==> src/rtl/pts_pkg.sv <==
// Package: shared encodings for the playback time stamp block.
// Assumes the count width is a whole number of bytes.
package pts_pkg;

    localparam int BYTE_W = 8;

    // Player mode codes as seen on the mode port.
    typedef enum logic [2:0] {
        PM_STOP   = 3'd0,
        PM_PLAY   = 3'd1,
        PM_PAUSE  = 3'd2,
        PM_FFWD   = 3'd3,
        PM_REWIND = 3'd4
    } play_mode_e;

endpackage

==> src/rtl/pts_counter.sv <==
// Module: pts_counter
// Holds the live millisecond count and applies one update source per cycle.
// Priority from highest: host commit, stop-to-play clear, seek load in
// fast forward or rewind, tick increment in play. Otherwise the count holds.
// Assumes ms_tick is a single-cycle pulse and mode is already synchronous.
module pts_counter #(
    parameter int CNT_W = 24
) (
    input  logic             clk,
    input  logic             rst_n,
    input  logic             ms_tick,
    input  logic [2:0]       mode,
    input  logic             seek_valid,
    input  logic [CNT_W-1:0] seek_value,
    input  logic             commit,
    input  logic [CNT_W-1:0] commit_val,
    output logic [CNT_W-1:0] count
);
    import pts_pkg::*;

    logic [CNT_W-1:0] cnt_q;
    logic [CNT_W-1:0] cnt_d;
    logic [2:0]       prev_mode_q;
    logic             start_play;
    logic             seek_ok;

    assign start_play = (mode == PM_PLAY) && (prev_mode_q == PM_STOP);
    assign seek_ok    = seek_valid && ((mode == PM_FFWD) || (mode == PM_REWIND));

    // Pick the next count from the highest-priority active source.
    always_comb begin
        cnt_d = cnt_q;
        if (commit) begin
            cnt_d = commit_val;
        end else if (start_play) begin
            cnt_d = '0;
        end else if (seek_ok) begin
            cnt_d = seek_value;
        end else if ((mode == PM_PLAY) && ms_tick) begin
            cnt_d = cnt_q + CNT_W'(1);
        end
    end

    // Register the count and the previous mode for transition detection.
    always_ff @(posedge clk) begin
        if (!rst_n) begin
            cnt_q       <= '0;
            prev_mode_q <= PM_STOP;
        end else begin
            cnt_q       <= cnt_d;
            prev_mode_q <= mode;
        end
    end

    assign count = cnt_q;

endmodule

==> src/rtl/pts_write_stage.sv <==
// Module: pts_write_stage
// Stages every host-written byte below the top byte. A write to the top
// byte address forms the full value and raises a one-cycle commit.
// Assumes at most one bus write per cycle and byte k at address k.
module pts_write_stage #(
    parameter int CNT_W  = 24,
    parameter int ADDR_W = 2
) (
    input  logic             clk,
    input  logic             rst_n,
    input  logic             wr_en,
    input  logic [ADDR_W-1:0] addr,
    input  logic [7:0]       wdata,
    output logic             commit,
    output logic [CNT_W-1:0] commit_val
);
    localparam int NB    = CNT_W / pts_pkg::BYTE_W;
    localparam int STG_W = CNT_W - pts_pkg::BYTE_W;

    logic [STG_W-1:0] stage_q;

    for (genvar g = 0; g < NB - 1; g++) begin : g_stage
        // Capture the staged byte when its address is written.
        always_ff @(posedge clk) begin
            if (!rst_n) begin
                stage_q[g*8 +: 8] <= '0;
            end else if (wr_en && (addr == ADDR_W'(g))) begin
                stage_q[g*8 +: 8] <= wdata;
            end
        end
    end

    assign commit     = wr_en && (addr == ADDR_W'(NB - 1));
    assign commit_val = {wdata, stage_q};

endmodule

==> src/rtl/pts_read_port.sv <==
// Module: pts_read_port
// Serves host byte reads. A low-byte read returns the live low byte and
// snapshots the upper bytes; higher addresses return the snapshot. Read
// data is registered and held between reads. Unmapped addresses read zero.
module pts_read_port #(
    parameter int CNT_W  = 24,
    parameter int ADDR_W = 2
) (
    input  logic              clk,
    input  logic              rst_n,
    input  logic              rd_en,
    input  logic [ADDR_W-1:0] addr,
    input  logic [CNT_W-1:0]  live,
    output logic [7:0]        rdata
);
    localparam int NB = CNT_W / pts_pkg::BYTE_W;

    logic [CNT_W-1:8] snap_q;
    logic [7:0]       rd_byte;
    logic [7:0]       rdata_q;

    // Select the byte for the current read address.
    always_comb begin
        rd_byte = '0;
        if (addr == '0) begin
            rd_byte = live[7:0];
        end
        for (int k = 1; k < NB; k++) begin
            if (addr == ADDR_W'(k)) begin
                rd_byte = snap_q[k*8 +: 8];
            end
        end
    end

    // Freeze the upper bytes when the low byte is read.
    always_ff @(posedge clk) begin
        if (!rst_n) begin
            snap_q <= '0;
        end else if (rd_en && (addr == '0)) begin
            snap_q <= live[CNT_W-1:8];
        end
    end

    // Register the read data on each read strobe.
    always_ff @(posedge clk) begin
        if (!rst_n) begin
            rdata_q <= '0;
        end else if (rd_en) begin
            rdata_q <= rd_byte;
        end
    end

    assign rdata = rdata_q;

endmodule

==> src/rtl/play_time_stamp.sv <==
// Module: play_time_stamp (top)
// Playback millisecond time stamp with atomic byte-wide host access.
// Assumes a host that reads low byte first and writes high byte last.
module play_time_stamp #(
    parameter int CNT_W  = 24,
    parameter int ADDR_W = 2
) (
    input  logic              clk,
    input  logic              rst_n,
    input  logic              ms_tick,
    input  logic [2:0]        mode,
    input  logic              seek_valid,
    input  logic [CNT_W-1:0]  seek_value,
    input  logic              bus_wr,
    input  logic              bus_rd,
    input  logic [ADDR_W-1:0] bus_addr,
    input  logic [7:0]        bus_wdata,
    output logic [7:0]        bus_rdata,
    output logic [CNT_W-1:0]  time_value
);
    logic             commit;
    logic [CNT_W-1:0] commit_val;

    pts_write_stage #(.CNT_W(CNT_W), .ADDR_W(ADDR_W)) u_wstage (
        .clk        (clk),
        .rst_n      (rst_n),
        .wr_en      (bus_wr),
        .addr       (bus_addr),
        .wdata      (bus_wdata),
        .commit     (commit),
        .commit_val (commit_val)
    );

    pts_counter #(.CNT_W(CNT_W)) u_counter (
        .clk        (clk),
        .rst_n      (rst_n),
        .ms_tick    (ms_tick),
        .mode       (mode),
        .seek_valid (seek_valid),
        .seek_value (seek_value),
        .commit     (commit),
        .commit_val (commit_val),
        .count      (time_value)
    );

    pts_read_port #(.CNT_W(CNT_W), .ADDR_W(ADDR_W)) u_rport (
        .clk   (clk),
        .rst_n (rst_n),
        .rd_en (bus_rd),
        .addr  (bus_addr),
        .live  (time_value),
        .rdata (bus_rdata)
    );

endmodule

==> config.mk <==
export PLATFORM = sky130hd
export DESIGN_NAME = play_time_stamp
export DESIGN_NICKNAME = d
export VERILOG_FILES = /design/src/rtl/pts_pkg.sv /design/src/rtl/pts_counter.sv /design/src/rtl/pts_write_stage.sv /design/src/rtl/pts_read_port.sv /design/src/rtl/play_time_stamp.sv
export SDC_FILE = /design/constraint.sdc
export NUM_CORES = 1
export LEC_CHECK = 0
export ABC_CLOCK_PERIOD_IN_PS = 2600
export BUFFER_PORTS_ARGS = -buffer_cell sky130_fd_sc_hd__buf_2
export CORE_MARGIN = 8
export CORE_UTILIZATION = 50
export DETAILED_ROUTE_END_ITERATION = 16
export GPL_ROUTABILITY_DRIVEN = 0
export PLACE_DENSITY = 0.79
export SLEW_MARGIN = 20
export SYNTH_ARGS = -nofsm -noshare
export SYNTH_HDL_FRONTEND = slang
export SYNTH_SLANG_ARGS = --single-unit
==> constraint.sdc <==
create_clock -name clk -period 2.6 [get_ports clk]
set_input_delay 0.39 -clock clk [delete_from_list [all_inputs] [get_ports clk]]
set_output_delay 0.39 -clock clk [all_outputs]
set_load 0.03 [all_outputs]
Word level (Yosys, flattened, before mapping)
Cells that the tools add are included.
{"block": "word_totals", "reg_bits": 67, "output_inout_bits": 32, "elab_cells": 30}
{"block": "op_classes", "add_sub_neg": 1, "eq_ne": 5, "n_mux": 7, "reduce_logical": 11}
{"op": "$mux 24", "count": 4}
{"op": "$add 24x1->24 const B", "count": 1}
{"op": "$mux 8", "count": 3}
{"op": "$logic_and 1x1->1", "count": 7}
{"op": "$reduce_bool 4->1", "count": 1}
{"op": "$eq 3x1->1 const B", "count": 1}
{"op": "$eq 3x2->1 const B", "count": 1}
{"op": "$eq 3x3->1 const B", "count": 1}
{"op": "$logic_not 3->1", "count": 1}
{"op": "$eq 2x1->1 const B", "count": 1}
{"op": "$eq 2x2->1 const B", "count": 1}
{"op": "$logic_not 2->1", "count": 1}
{"op": "$logic_or 1x1->1", "count": 1}

Longest topological paths before layout
Gate-level depths: netlist of the first run.
{"block": "logic_depth", "ltp_word": 6, "mapped_depth": 8, "mapped_depth_nobuf": 6}

By module
A second synthesis of the first run with hierarchy kept.
{"block": "unflattened", "hier_cells": 443, "hier_area_um2": 3642.2}
{"mod": "pts_counter", "instances": 1, "cells_each": 248, "area_per_inst_um2": 1903.1, "seq_area_each_um2": 540.5}
{"mod": "pts_read_port", "instances": 1, "cells_each": 124, "area_per_inst_um2": 1056.0, "seq_area_each_um2": 480.5}
{"mod": "pts_write_stage", "instances": 1, "cells_each": 71, "area_per_inst_um2": 683.2, "seq_area_each_um2": 320.3}

Worst setup path after synthesis of the first run
Ideal clock, no wire load.
{"block": "synth_path", "kind": "reg-to-reg", "start": "register u_counter.cnt_q[2], in the netlist u_counter.count[2]", "end": "register u_counter.cnt_q[23], in the netlist u_counter.count[23]", "t_arrival_ns": 2.093, "required_ns": 2.481, "setup_slack_ns": 0.389, "path_stages_with_launch": 7, "path_buffers": 1, "synth_period_minus_slack_ns": 2.211, "cell_sequence": "dfxtp_1 -> buf_2 -> nand4_4 -> or3_4 -> or4_4 -> o211a_1 -> o221a_1"}
{"block": "synth_between", "elab_chain_len": 5}
{"element": "start: declaration", "line": "pts_counter.sv:21", "text": "logic [CNT_W-1:0] cnt_q;"}
{"element": "start signal: assignment", "line": "pts_counter.sv:50", "text": "cnt_q <= cnt_d;"}
{"element": "$add 24x1->24", "line": "pts_counter.sv:40", "text": "cnt_d = cnt_q + CNT_W'(1);"}
{"element": "$mux 24", "line": "pts_counter.sv:39", "text": "end else if ((mode == PM_PLAY) && ms_tick) begin"}
{"element": "$mux 24", "line": "pts_counter.sv:37", "text": "end else if (seek_ok) begin"}
{"element": "$mux 24", "line": "pts_counter.sv:35", "text": "end else if (start_play) begin"}
{"element": "$mux 24", "line": "pts_counter.sv:33", "text": "if (commit) begin"}
Every way passes these cells. The select of a mux whose other input is x is not followed.
A chain may end at the register's enable or synchronous reset.

Worst setup path after layout of the first run
{"block": "layout_path", "start": "register u_counter.cnt_q[7], in the netlist u_counter.count[7]", "end": "register u_counter.cnt_q[23], in the netlist u_counter.count[23]"}
Same word-level chain as after synthesis.

==> out/qor.yml, run 1 <==
grt_usage: 0.217
crit_path_start_kind: "flip-flop"
tightest_slew_ns: 0.962
worst_clock_skew_ns: 0.00667
design.core.area_um2: 6790
setup-violations-final: 0
power_leakage_nw: 1.65
synth_area_um2: 3490
intPower_mw: 1.66
syn_inst: 444
maxClockFrequency_ghz: 0.467
finalHoldWorstSlack_ns: 0.333
number_of_enable_flip_flop_cells_after_synthesis: 0
place_hpwl_um: 8060
detailroute.via_count: 3656
worst_path_fanout_max: 7
post_synth_num_cell_types: 57
start_util: 0.514
tritoncts.num_buffers: 9
routed_wire_length_per_instance_um: 18.0
timing.critical_path.to_type: "flip-flop"
drt_iter0_drc: 434
first_global_vias: 3504
avgViaCountPerCell: 6.01
final_nets: 552
clock_tree_buffer_depth: 2
cts_max_level: 3
slew_violations: 0
hold_path_depth: 2
drive_gt1_frac: 0.236
synth_top_area_cell: "sky130_fd_sc_hd__dfxtp_1"
synth.yosys.warnings: 0
power.share.combinational: 0.189
postRouteAntennaNets: 0
clk_pin_slew_worst_paths_ns: 0.07
worstRegToRegCells: 5
rsz0062_at_grt: "no"
cts_resized: 0
drtPass1Iterations: 5
wl_um: 11000
swShare: 0.309
grt_antenna_before_repair: 0
tritoncts_clock_tree: "built"
synth.net_count: 488
p_switching_uw: 745
die_width_um: 99.6
first_pass_grt_wire_length_um: 17200
io_buffer_count: 74
timing.setup.tns_ns: 0
max-cap-violations: 0
grt_max_degree: 55
flow.area_growth_from_synthesis_pct: 18.3
gr-total-overflow: 0
min_path_type: "in2reg"
max_slew_margin_vs_limit: 0.359
floorplan.die.height_um: 99.6
cts.sinks: 67
layout_min_cycle_time_ns: 2.14
power_frac_seq: 0.480
powerDensity_nw_per_um2: 583
share_clk_of_total_power: 0.330
run_status: "completed"
ir_worst_vdd_mv: 0.282
antenna_cells: 0
critPathArrivalTime_ns: 2.38
clock_latency_ns: 0.34
post-synth-top-area-fraction: 0.384
cts_hold_buf: 0
fin_crit_sh: 0.824
dominantRegCellSynth: "sky130_fd_sc_hd__dfxtp_1"
ioPinCount: 75
postSynthRegisterBits: 67
fp-row-count: 30
async_flop_share: 0
post_synth_main_area_contributors: "sky130_fd_sc_hd__dfxtp_1, sky130_fd_sc_hd__nand2_1, sky130_fd_sc_hd__a21oi_1"
critPathRequiredTime_ns: 2.84
critPathKind: "reg2reg"
synthesis.area_per_instance_um2: 7.87
post-route-drc-count: 0
cts_post_setup_buffers_inserted: 0
timing_hold_violations_final: 0
design.die.area_um2: 9920
synth-seq-area-share: 0.384
clock-root-buffer: "sky130_fd_sc_hd__clkbuf_8"
power.total_mw: 2.41
stage by stage:
| step | std cells | instance area (um^2) | setup WS [ns] | utilization |
|---|---|---|---|---|
| after floorplan | 444 | 3490 | 0.389 | - |
| after global placement | 593 | 3960 | 0.464 | 0.582 |
| after detailed placement | 593 | 3960 | 0.471 | 0.582 |
| after CTS | 608 | 4130 | 0.472 | 0.608 |
| after global routing | 608 | 4130 | 0.329 | 0.608 |
| final | 608 | 4130 | 0.457 | 0.608 |
registers in the layout, summed over array words and instances, names as in the netlist:
signal                 cells
u_counter.count           24
u_rport.snap_q            16
u_wstage.commit_val       16
u_rport.rdata              8
u_counter.prev_mode_q      3
power groups by stage:
stage,Clock (mW),Combinational [mW],Sequential [mW]
floorplan,0,0.223,1.24
global route,0.846,0.490,1.16
global placement,0,0.442,1.18
finish,0.796,0.456,1.16
detailed placement,0,0.450,1.18
CTS,0.805,0.452,1.15
layout make-up:
cell class,instances,area (um^2)
fill,650,2660
multi-input combinational,336,1990
sequential,67,1340
timing repair buffer,89,483
clock buffer,13,169
tap,96,120
inverter,5,18.8
clock inverter,2,10.0
cell usage after synthesis, drive strengths merged, types with 7 or more instances:
library cell / instances
nand2: 74
dfxtp: 67
a21oi: 52
nor2: 36
clkbuf: 29
nand3: 25
mux2i: 17
a211oi: 10
nand4: 10
nor3: 10
o21ai: 10
and3: 7
buf: 7
o221a: 7
layer usage:
layer | wire length (um) | vias up | track usage
li1 | - | 1735 | -
met1 | 4700 | 1713 | 0.278
met2 | 4980 | 184 | 0.347
met3 | 1010 | 24 | 0.0468
met4 | 268 | 0 | 0.0861
met5 | 0 | - | 0
critical path, stage by stage, from the launching register on:
cell and delay, ns:
sky130_fd_sc_hd__dfxtp_1 0.47, sky130_fd_sc_hd__nand3_1 0.24, sky130_fd_sc_hd__or3_4 0.46, sky130_fd_sc_hd__or4_4 0.43
sky130_fd_sc_hd__o211a_1 0.22, sky130_fd_sc_hd__o221a_1 0.23
worst paths after layout:
| kind | from | endpoint | slack, ns |
|---|---|---|---|
| max reg2reg | u_counter.count[7] | u_counter.count[23] | 0.46 |
| max | u_counter.count[7] | u_counter.count[23] | 0.46 |
| min reg2reg | u_rport.snap_q[11] | u_rport.snap_q[11] | 0.46 |
| min | mode[2] | u_counter.prev_mode_q[2] | 0.33 |
placed cells by master, fill, tap and decap left out, types with 4 or more instances in the layout:
cell / n
sky130_fd_sc_hd__o21ai_0: 10
sky130_fd_sc_hd__o221a_2: 6
sky130_fd_sc_hd__a21oi_1: 52
sky130_fd_sc_hd__o211ai_1: 5
sky130_fd_sc_hd__and3_1: 6
sky130_fd_sc_hd__xor2_1: 4
sky130_fd_sc_hd__mux2i_1: 17
sky130_fd_sc_hd__and2_1: 5
sky130_fd_sc_hd__nor2_1: 36
sky130_fd_sc_hd__nand3_1: 25
sky130_fd_sc_hd__nor3_1: 10
sky130_fd_sc_hd__inv_1: 4
sky130_fd_sc_hd__nand2_1: 74
sky130_fd_sc_hd__dfxtp_1: 67
sky130_fd_sc_hd__a211oi_1: 10
sky130_fd_sc_hd__a221oi_1: 5
sky130_fd_sc_hd__a31oi_1: 4
sky130_fd_sc_hd__xnor2_1: 5
sky130_fd_sc_hd__buf_2: 74
sky130_fd_sc_hd__nand4_1: 9
sky130_fd_sc_hd__buf_4: 15
sky130_fd_sc_hd__clkbuf_8: 12
logic make-up (layout without fill, tap and decap cells):
logic type | Yosys count | after routing | share of synthesized area
XOR/XNOR | 9 | 9 | 0.0226
multiplexers | 20 | 20 | 0.0584
buffers and inverters | 41 | 109 | 0.0458
flip-flops | 67 | 67 | 0.384
AO/OA/AOI/OAI | 116 | 116 | 0.220
adder cells (fa/ha/maj) | 1 | 1 | 0.00358
AND/OR/NAND/NOR | 190 | 190 | 0.266
Note: power is estimated with default switching activity, not from simulation.
==> inputs of run 2 (changes only) <==
--- a/config.mk
+++ b/config.mk
@@ -5,13 +5,14 @@
 export SDC_FILE = /design/constraint.sdc
 export NUM_CORES = 1
 export LEC_CHECK = 0
-export ABC_CLOCK_PERIOD_IN_PS = 2600
+export ABC_AREA = 1
+export ABC_CLOCK_PERIOD_IN_PS = 2150
 export BUFFER_PORTS_ARGS = -buffer_cell sky130_fd_sc_hd__buf_2
 export CORE_MARGIN = 8
 export CORE_UTILIZATION = 50
 export DETAILED_ROUTE_END_ITERATION = 16
 export GPL_ROUTABILITY_DRIVEN = 0
-export PLACE_DENSITY = 0.79
+export PLACE_DENSITY = 0.78
 export SLEW_MARGIN = 20
 export SYNTH_ARGS = -nofsm -noshare
 export SYNTH_HDL_FRONTEND = slang
==> constraint.sdc (replaced) <==
create_clock -name clk -period 2.15 [get_ports clk]
set_input_delay 0.3225 -clock clk [delete_from_list [all_inputs] [get_ports clk]]
set_output_delay 0.3225 -clock clk [all_outputs]
set_load 0.03 [all_outputs]
==> out/qor.yml, run 2 <==
run_status: "completed"
drive_gt1_frac: 0.216
tritoncts_clock_tree: "built"
post_synth_main_area_contributors: "sky130_fd_sc_hd__dfxtp_1, sky130_fd_sc_hd__nand2_1, sky130_fd_sc_hd__a21oi_1"
synth-seq-area-share: 0.352
postRouteAntennaNets: 0
timing.setup.tns_ns: 0
critPathRequiredTime_ns: 2.39
wl_um: 11400
first_pass_grt_wire_length_um: 17900
layout_min_cycle_time_ns: 1.73
fp-row-count: 32
timing.critical_path.to_type: "flip-flop"
drtPass1Iterations: 5
clock_tree_buffer_depth: 2
tritoncts.num_buffers: 9
timing.reg2reg.setup_slack_ns: 0.42
final_nets: 683
max_slew_margin_vs_limit: 0.529
cts_max_level: 3
most_common_cell_in_the_synthesized_netlist: "sky130_fd_sc_hd__nand2_1"
clk_pin_slew_worst_paths_ns: 0.07
ir_worst_vdd_mv: 0.426
largest_register_ff_count: 24
hold_path_depth: 3
min_to: "u_counter.prev_mode_q[2]"
first_global_vias: 3726
post_dp_cell_area_um2: 4220
cpLargestDelayFamily: "simple AND/OR/NAND/NOR gates"
powerDensity_nw_per_um2: 779
min_path_type: "in2reg"
slew_violations: 0
cts_hold_buf: 0
worstRegToRegCells: 9
synth_top_area_cell: "sky130_fd_sc_hd__dfxtp_1"
gr-total-overflow: 0
max_stage_delay_ns: 0.32
r2r_startpoint: "u_counter.prev_mode_q[1]"
syn_inst: 570
post_synth_mux_area_share: 0
crit_path_start_kind: "flip-flop"
critical_path_cell_list: "nor2_1, nand2_1, nor2_4, nor2_8, inv_4, nor2_8, inv_4, o21ai_0, nor2_2"
detailroute.via_count: 4032
synth_top_family_by_area: "simple AND/OR/NAND/NOR gates"
synth-compound-area-share: 0.204
synth.yosys.warnings: 0
synth.cells.most_frequent: "sky130_fd_sc_hd__nand2_1, sky130_fd_sc_hd__dfxtp_1, sky130_fd_sc_hd__a21oi_1, sky130_fd_sc_hd__o21ai_0, sky130_fd_sc_hd__nor2_1"
clock_latency_ns: 0.35
post-route-drc-count: 0
postSynthRegisterBits: 67
setup-violations-final: 0
cts_post_setup_buffers_inserted: 0
hold_path.startpoint: "mode[2]"
synth.net_count: 614
critPathArrivalTime_ns: 1.96
ioPinCount: 75
synthesis.area_per_instance_um2: 6.68
layout_common_cells: "sky130_fd_sc_hd__nand2_1, sky130_fd_sc_hd__buf_2, sky130_fd_sc_hd__dfxtp_1, sky130_fd_sc_hd__a21oi_1, sky130_fd_sc_hd__o21ai_0"
synth_area_um2: 3810
synth-adder-area-share: 0.00329
yosys.area_share.xor_xnor: 0.0161
async_flop_share: 0
die_width_um: 103
avgViaCountPerCell: 5.40
drt_iter0_drc: 322
critPathKind: "reg2reg"
number_of_enable_flip_flop_cells_after_synthesis: 0
rsz0062_at_grt: "no"
post_synth_num_cell_types: 38
flow.area_growth_from_synthesis_pct: 17.3
post_layout_nonfiller_instances: 746
path_buf_inv: 2
cts.sinks: 67
design.core.area_um2: 7570
timing_hold_violations_final: 0
grt_antenna_before_repair: 0
synth_simple_gate_area_frac: 0.330
final_design_area_no_fill_um2: 4470
most_common_cell_after_layout_fill_and_taps_aside: "sky130_fd_sc_hd__nand2_1"
clock-root-buffer: "sky130_fd_sc_hd__clkbuf_8"
dominantRegCellSynth: "sky130_fd_sc_hd__dfxtp_1"
tightest_slew_ns: 0.707
worst_clock_skew_ns: 0.0116
cts_resized: 0
antenna_cells: 0
maxClockFrequency_ghz: 0.579
fin_crit_sh: 0.804
design.die.area_um2: 10700
place_hpwl_um: 8490
floorplan.die.height_um: 103
start_util: 0.503
dp.cells: 730
post-synth-top-area-fraction: 0.352
grt_usage: 0.217
max-cap-violations: 0
worst_path_fanout_max: 25
routed_wire_length_per_instance_um: 15.3
power_leakage_nw: 1.98
r2r_end: "u_counter.count[2]"
grt_max_degree: 48
io_buffer_count: 74
timing.critical_path.slowest_stage_cell: "sky130_fd_sc_hd__dfxtp_1"
run 2: cell types whose count changed after synthesis, moves of 14 or more:
cell	before	now
sky130_fd_sc_hd__nand2_1	74	145
sky130_fd_sc_hd__inv_1	4	41
sky130_fd_sc_hd__mux2i_1	17	0
sky130_fd_sc_hd__clkbuf_1	28	7
sky130_fd_sc_hd__nor2_1	36	58
sky130_fd_sc_hd__a21oi_1	52	66
sky130_fd_sc_hd__o21ai_0	10	60
run 2: how the worst max path moves through the flow:
stage                                  start  slack, ns  cells after the start                  end
detailed placement                    bus_wr       0.20                      9   u_counter.count[2]
finish              u_counter.prev_mode_q[1]       0.42                      9   u_counter.count[2]
global placement                      bus_wr       0.27                      9   u_counter.count[3]
CTS                 u_counter.prev_mode_q[1]       0.43                      9   u_counter.count[2]
floorplan                 u_counter.count[0]       0.48                      8  u_counter.count[12]
global route        u_counter.prev_mode_q[1]       0.29                      9   u_counter.count[2]
run 2: layout make-up:
class / count / area [um^2]
clock buffer: 10 / 138
sequential: 67 / 1340
timing repair buffer: 84 / 445
tap: 102 / 128
multi-input combinational: 428 / 2110
inverter: 49 / 194
fill: 725 / 3100
clock inverter: 6 / 113
run 2: cell families (layout without fill, tap and decap cells):
group	after synthesis	count (layout)
fa+ha+maj	1	1
flops	67	67
xor+xnor	7	7
compound gates	149	149
buf+inv	75	149
simple gates	271	271
run 2: through the flow:
| stage | hold slack (ns) | setup slack, ns | power (mW) | util |
|---|---|---|---|---|
| 6_report | 0.189 | 0.422 | 3.48 | 0.590 |
| 5_1_grt | 0.198 | 0.289 | 3.62 | 0.590 |
| 4_1_cts | 0.186 | 0.430 | 3.47 | 0.590 |
| 3_5_place_dp | 0.458 | 0.204 | 2.18 | 0.557 |
| 3_3_place_gp | 0.453 | 0.270 | 2.17 | 0.557 |
| 2_1_floorplan | 0.416 | 0.479 | 1.96 | - |
run 2: per-layer routing:
layer / track usage / part of all wire / vias up / wire length (um)
met5: 0 / 0 / - / 0
met2: 0.359 / 0.47 / 176 / 5370
met4: 0.0868 / 0.023 / 0 / 257
li1: - / - / 2000 / -
met1: 0.272 / 0.42 / 1830 / 4800
met3: 0.0422 / 0.087 / 26 / 995
run 2: worst min-delay path: cells and delay by family:
family / cells / cell delay (ns)
buffers and inverters: 2 / 0.14
AND/OR/NAND/NOR: 1 / 0.05
run 2: where the power goes:
group          internal (mW)  switching (mW)  leakage [nW]
Combinational          0.236           0.499          1.30
Sequential              1.33           0.101         0.551
Clock                  0.804           0.506         0.126
Total                   2.37            1.11          1.98
==> inputs of run 3 (changes only) <==
--- a/config.mk
+++ b/config.mk
@@ -6,7 +6,7 @@
 export NUM_CORES = 1
 export LEC_CHECK = 0
 export ABC_AREA = 1
-export ABC_CLOCK_PERIOD_IN_PS = 2150
+export ABC_CLOCK_PERIOD_IN_PS = 1750
 export BUFFER_PORTS_ARGS = -buffer_cell sky130_fd_sc_hd__buf_2
 export CORE_MARGIN = 8
 export CORE_UTILIZATION = 50
==> constraint.sdc (replaced) <==
create_clock -name clk -period 1.75 [get_ports clk]
set_input_delay 0.2625 -clock clk [delete_from_list [all_inputs] [get_ports clk]]
set_output_delay 0.2625 -clock clk [all_outputs]
set_load 0.03 [all_outputs]
==> out/qor.yml, run 3 (synthesis gave the netlist of run 2 again) <==
io_buffer_count: 74
gr-total-overflow: 0
ir_worst_vdd_mv: 0.501
cts.sinks: 67
clock_tree_buffer_depth: 2
layout_min_cycle_time_ns: 1.56
grt_usage: 0.220
maxClockFrequency_ghz: 0.640
routed_wire_length_per_instance_um: 15.0
first_pass_grt_wire_length_um: 18100
worst_path_fanout_max: 7
r2r_startpoint: "u_counter.count[5]"
critPathArrivalTime_ns: 1.81
detailroute.via_count: 4042
r2r_end: "u_counter.count[21]"
start_util: 0.503
design.die.area_um2: 10700
powerDensity_nw_per_um2: 922
hold_path_depth: 3
drt_iter0_drc: 309
antenna_cells: 0
layout_common_cells: "sky130_fd_sc_hd__nand2_1, sky130_fd_sc_hd__buf_2, sky130_fd_sc_hd__dfxtp_1, sky130_fd_sc_hd__a21oi_1, sky130_fd_sc_hd__o21ai_0"
tightest_slew_ns: 0.613
run_status: "completed"
timing_hold_violations_final: 0
postRouteAntennaNets: 0
die_width_um: 103
finalWorstSetupSlack_ns: 0.188
design.core.area_um2: 7570
cts_resized: 0
timing.critical_path.to_type: "flip-flop"
min_path_type: "in2reg"
drive_gt1_frac: 0.225
cts_post_setup_buffers_inserted: 0
timing.setup.tns_ns: 0
first_global_vias: 3781
critPathKind: "reg2reg"
detailedPlace.worstSlack_ns: 0.167
grt_antenna_before_repair: 0
most_common_cell_after_layout_fill_and_taps_aside: "sky130_fd_sc_hd__nand2_1"
rsz0062_at_grt: "no"
cts_max_level: 3
setup-violations-final: 0
wl_um: 11300
cts_hold_buf: 0
place_hpwl_um: 8580
flow.area_growth_from_synthesis_pct: 18.2
drtPass1Iterations: 6
critPathRequiredTime_ns: 2.00
clock-root-buffer: "sky130_fd_sc_hd__clkbuf_8"
min_to: "u_counter.prev_mode_q[2]"
worst_setup_path_startpoint: "u_counter.count[5]"
timing.reg2reg.setup_slack_ns: 0.19
slew_violations: 0
largest_register_ff_count: 24
grt_max_degree: 40
crit_path_start_kind: "flip-flop"
ioPinCount: 75
fin_crit_sh: 0.893
floorplan.die.height_um: 103
max_slew_margin_vs_limit: 0.591
worstRegToRegCells: 9
worst_clock_skew_ns: 0.00827
post-route-drc-count: 0
clock_latency_ns: 0.35
fp-row-count: 32
tritoncts_clock_tree: "built"
final_nets: 691
clk_pin_slew_worst_paths_ns: 0.08
power.total_mw: 4.15
tritoncts.num_buffers: 9
power_leakage_nw: 2.00
max-cap-violations: 0
hold_path.startpoint: "mode[2]"
avgViaCountPerCell: 5.36
==> run 3: worst max path at each step <==
stage	slack [ns]	end
final	0.19	u_counter.count[21]
after global routing	0.02	u_counter.count[23]
after CTS	0.22	u_counter.count[12]
after detailed placement	0.17	u_counter.count[4]
after global placement	0.23	u_counter.count[4]
after floorplan	0.08	u_counter.count[12]
==> run 3: metal layers <==
layer	vias to the layer above	wire, um	GRT usage
met3	31	956	0.0402
li1	2011	-	-
met2	178	5210	0.356
met4	0	322	0.101
met5	-	0	0
met1	1822	4810	0.279
==> run 3: layout make-up <==
type                    count  area, um^2
fillers                   723        3070
repair buffers             92         505
inverters                  49         194
well taps                 102         128
flip-flops and latches     67        1340
clock inverters             7         101
clock buffers               9         124
multi-input cells         428        2110
==> run 3: critical path: stages, from the launching register on <==
cell	delay, ns
sky130_fd_sc_hd__dfxtp_1	0.51
sky130_fd_sc_hd__nand2_1	0.18
sky130_fd_sc_hd__nor2_2	0.18
sky130_fd_sc_hd__nand2_1	0.11
sky130_fd_sc_hd__nor2_1	0.17
sky130_fd_sc_hd__nand2_1	0.07
sky130_fd_sc_hd__nand2_1	0.06
sky130_fd_sc_hd__nand3_1	0.06
sky130_fd_sc_hd__nand2_1	0.07
sky130_fd_sc_hd__a21oi_1	0.05
==> run 3: through the flow <==
step | hold WS [ns] | std cells | util | area, um^2
after floorplan | 0.356 | 570 | - | 3810
after global placement | 0.456 | 738 | 0.565 | 4280
after detailed placement | 0.464 | 738 | 0.565 | 4280
after CTS | 0.119 | 754 | 0.595 | 4500
after global routing | 0.136 | 754 | 0.595 | 4500
final | 0.128 | 754 | 0.595 | 4500
==> run 3: report_power, final <==
group          internal [mW]  switching, mW
registers               1.64          0.113
logic                  0.308          0.619
clock network          0.811          0.661
total                   2.76           1.39
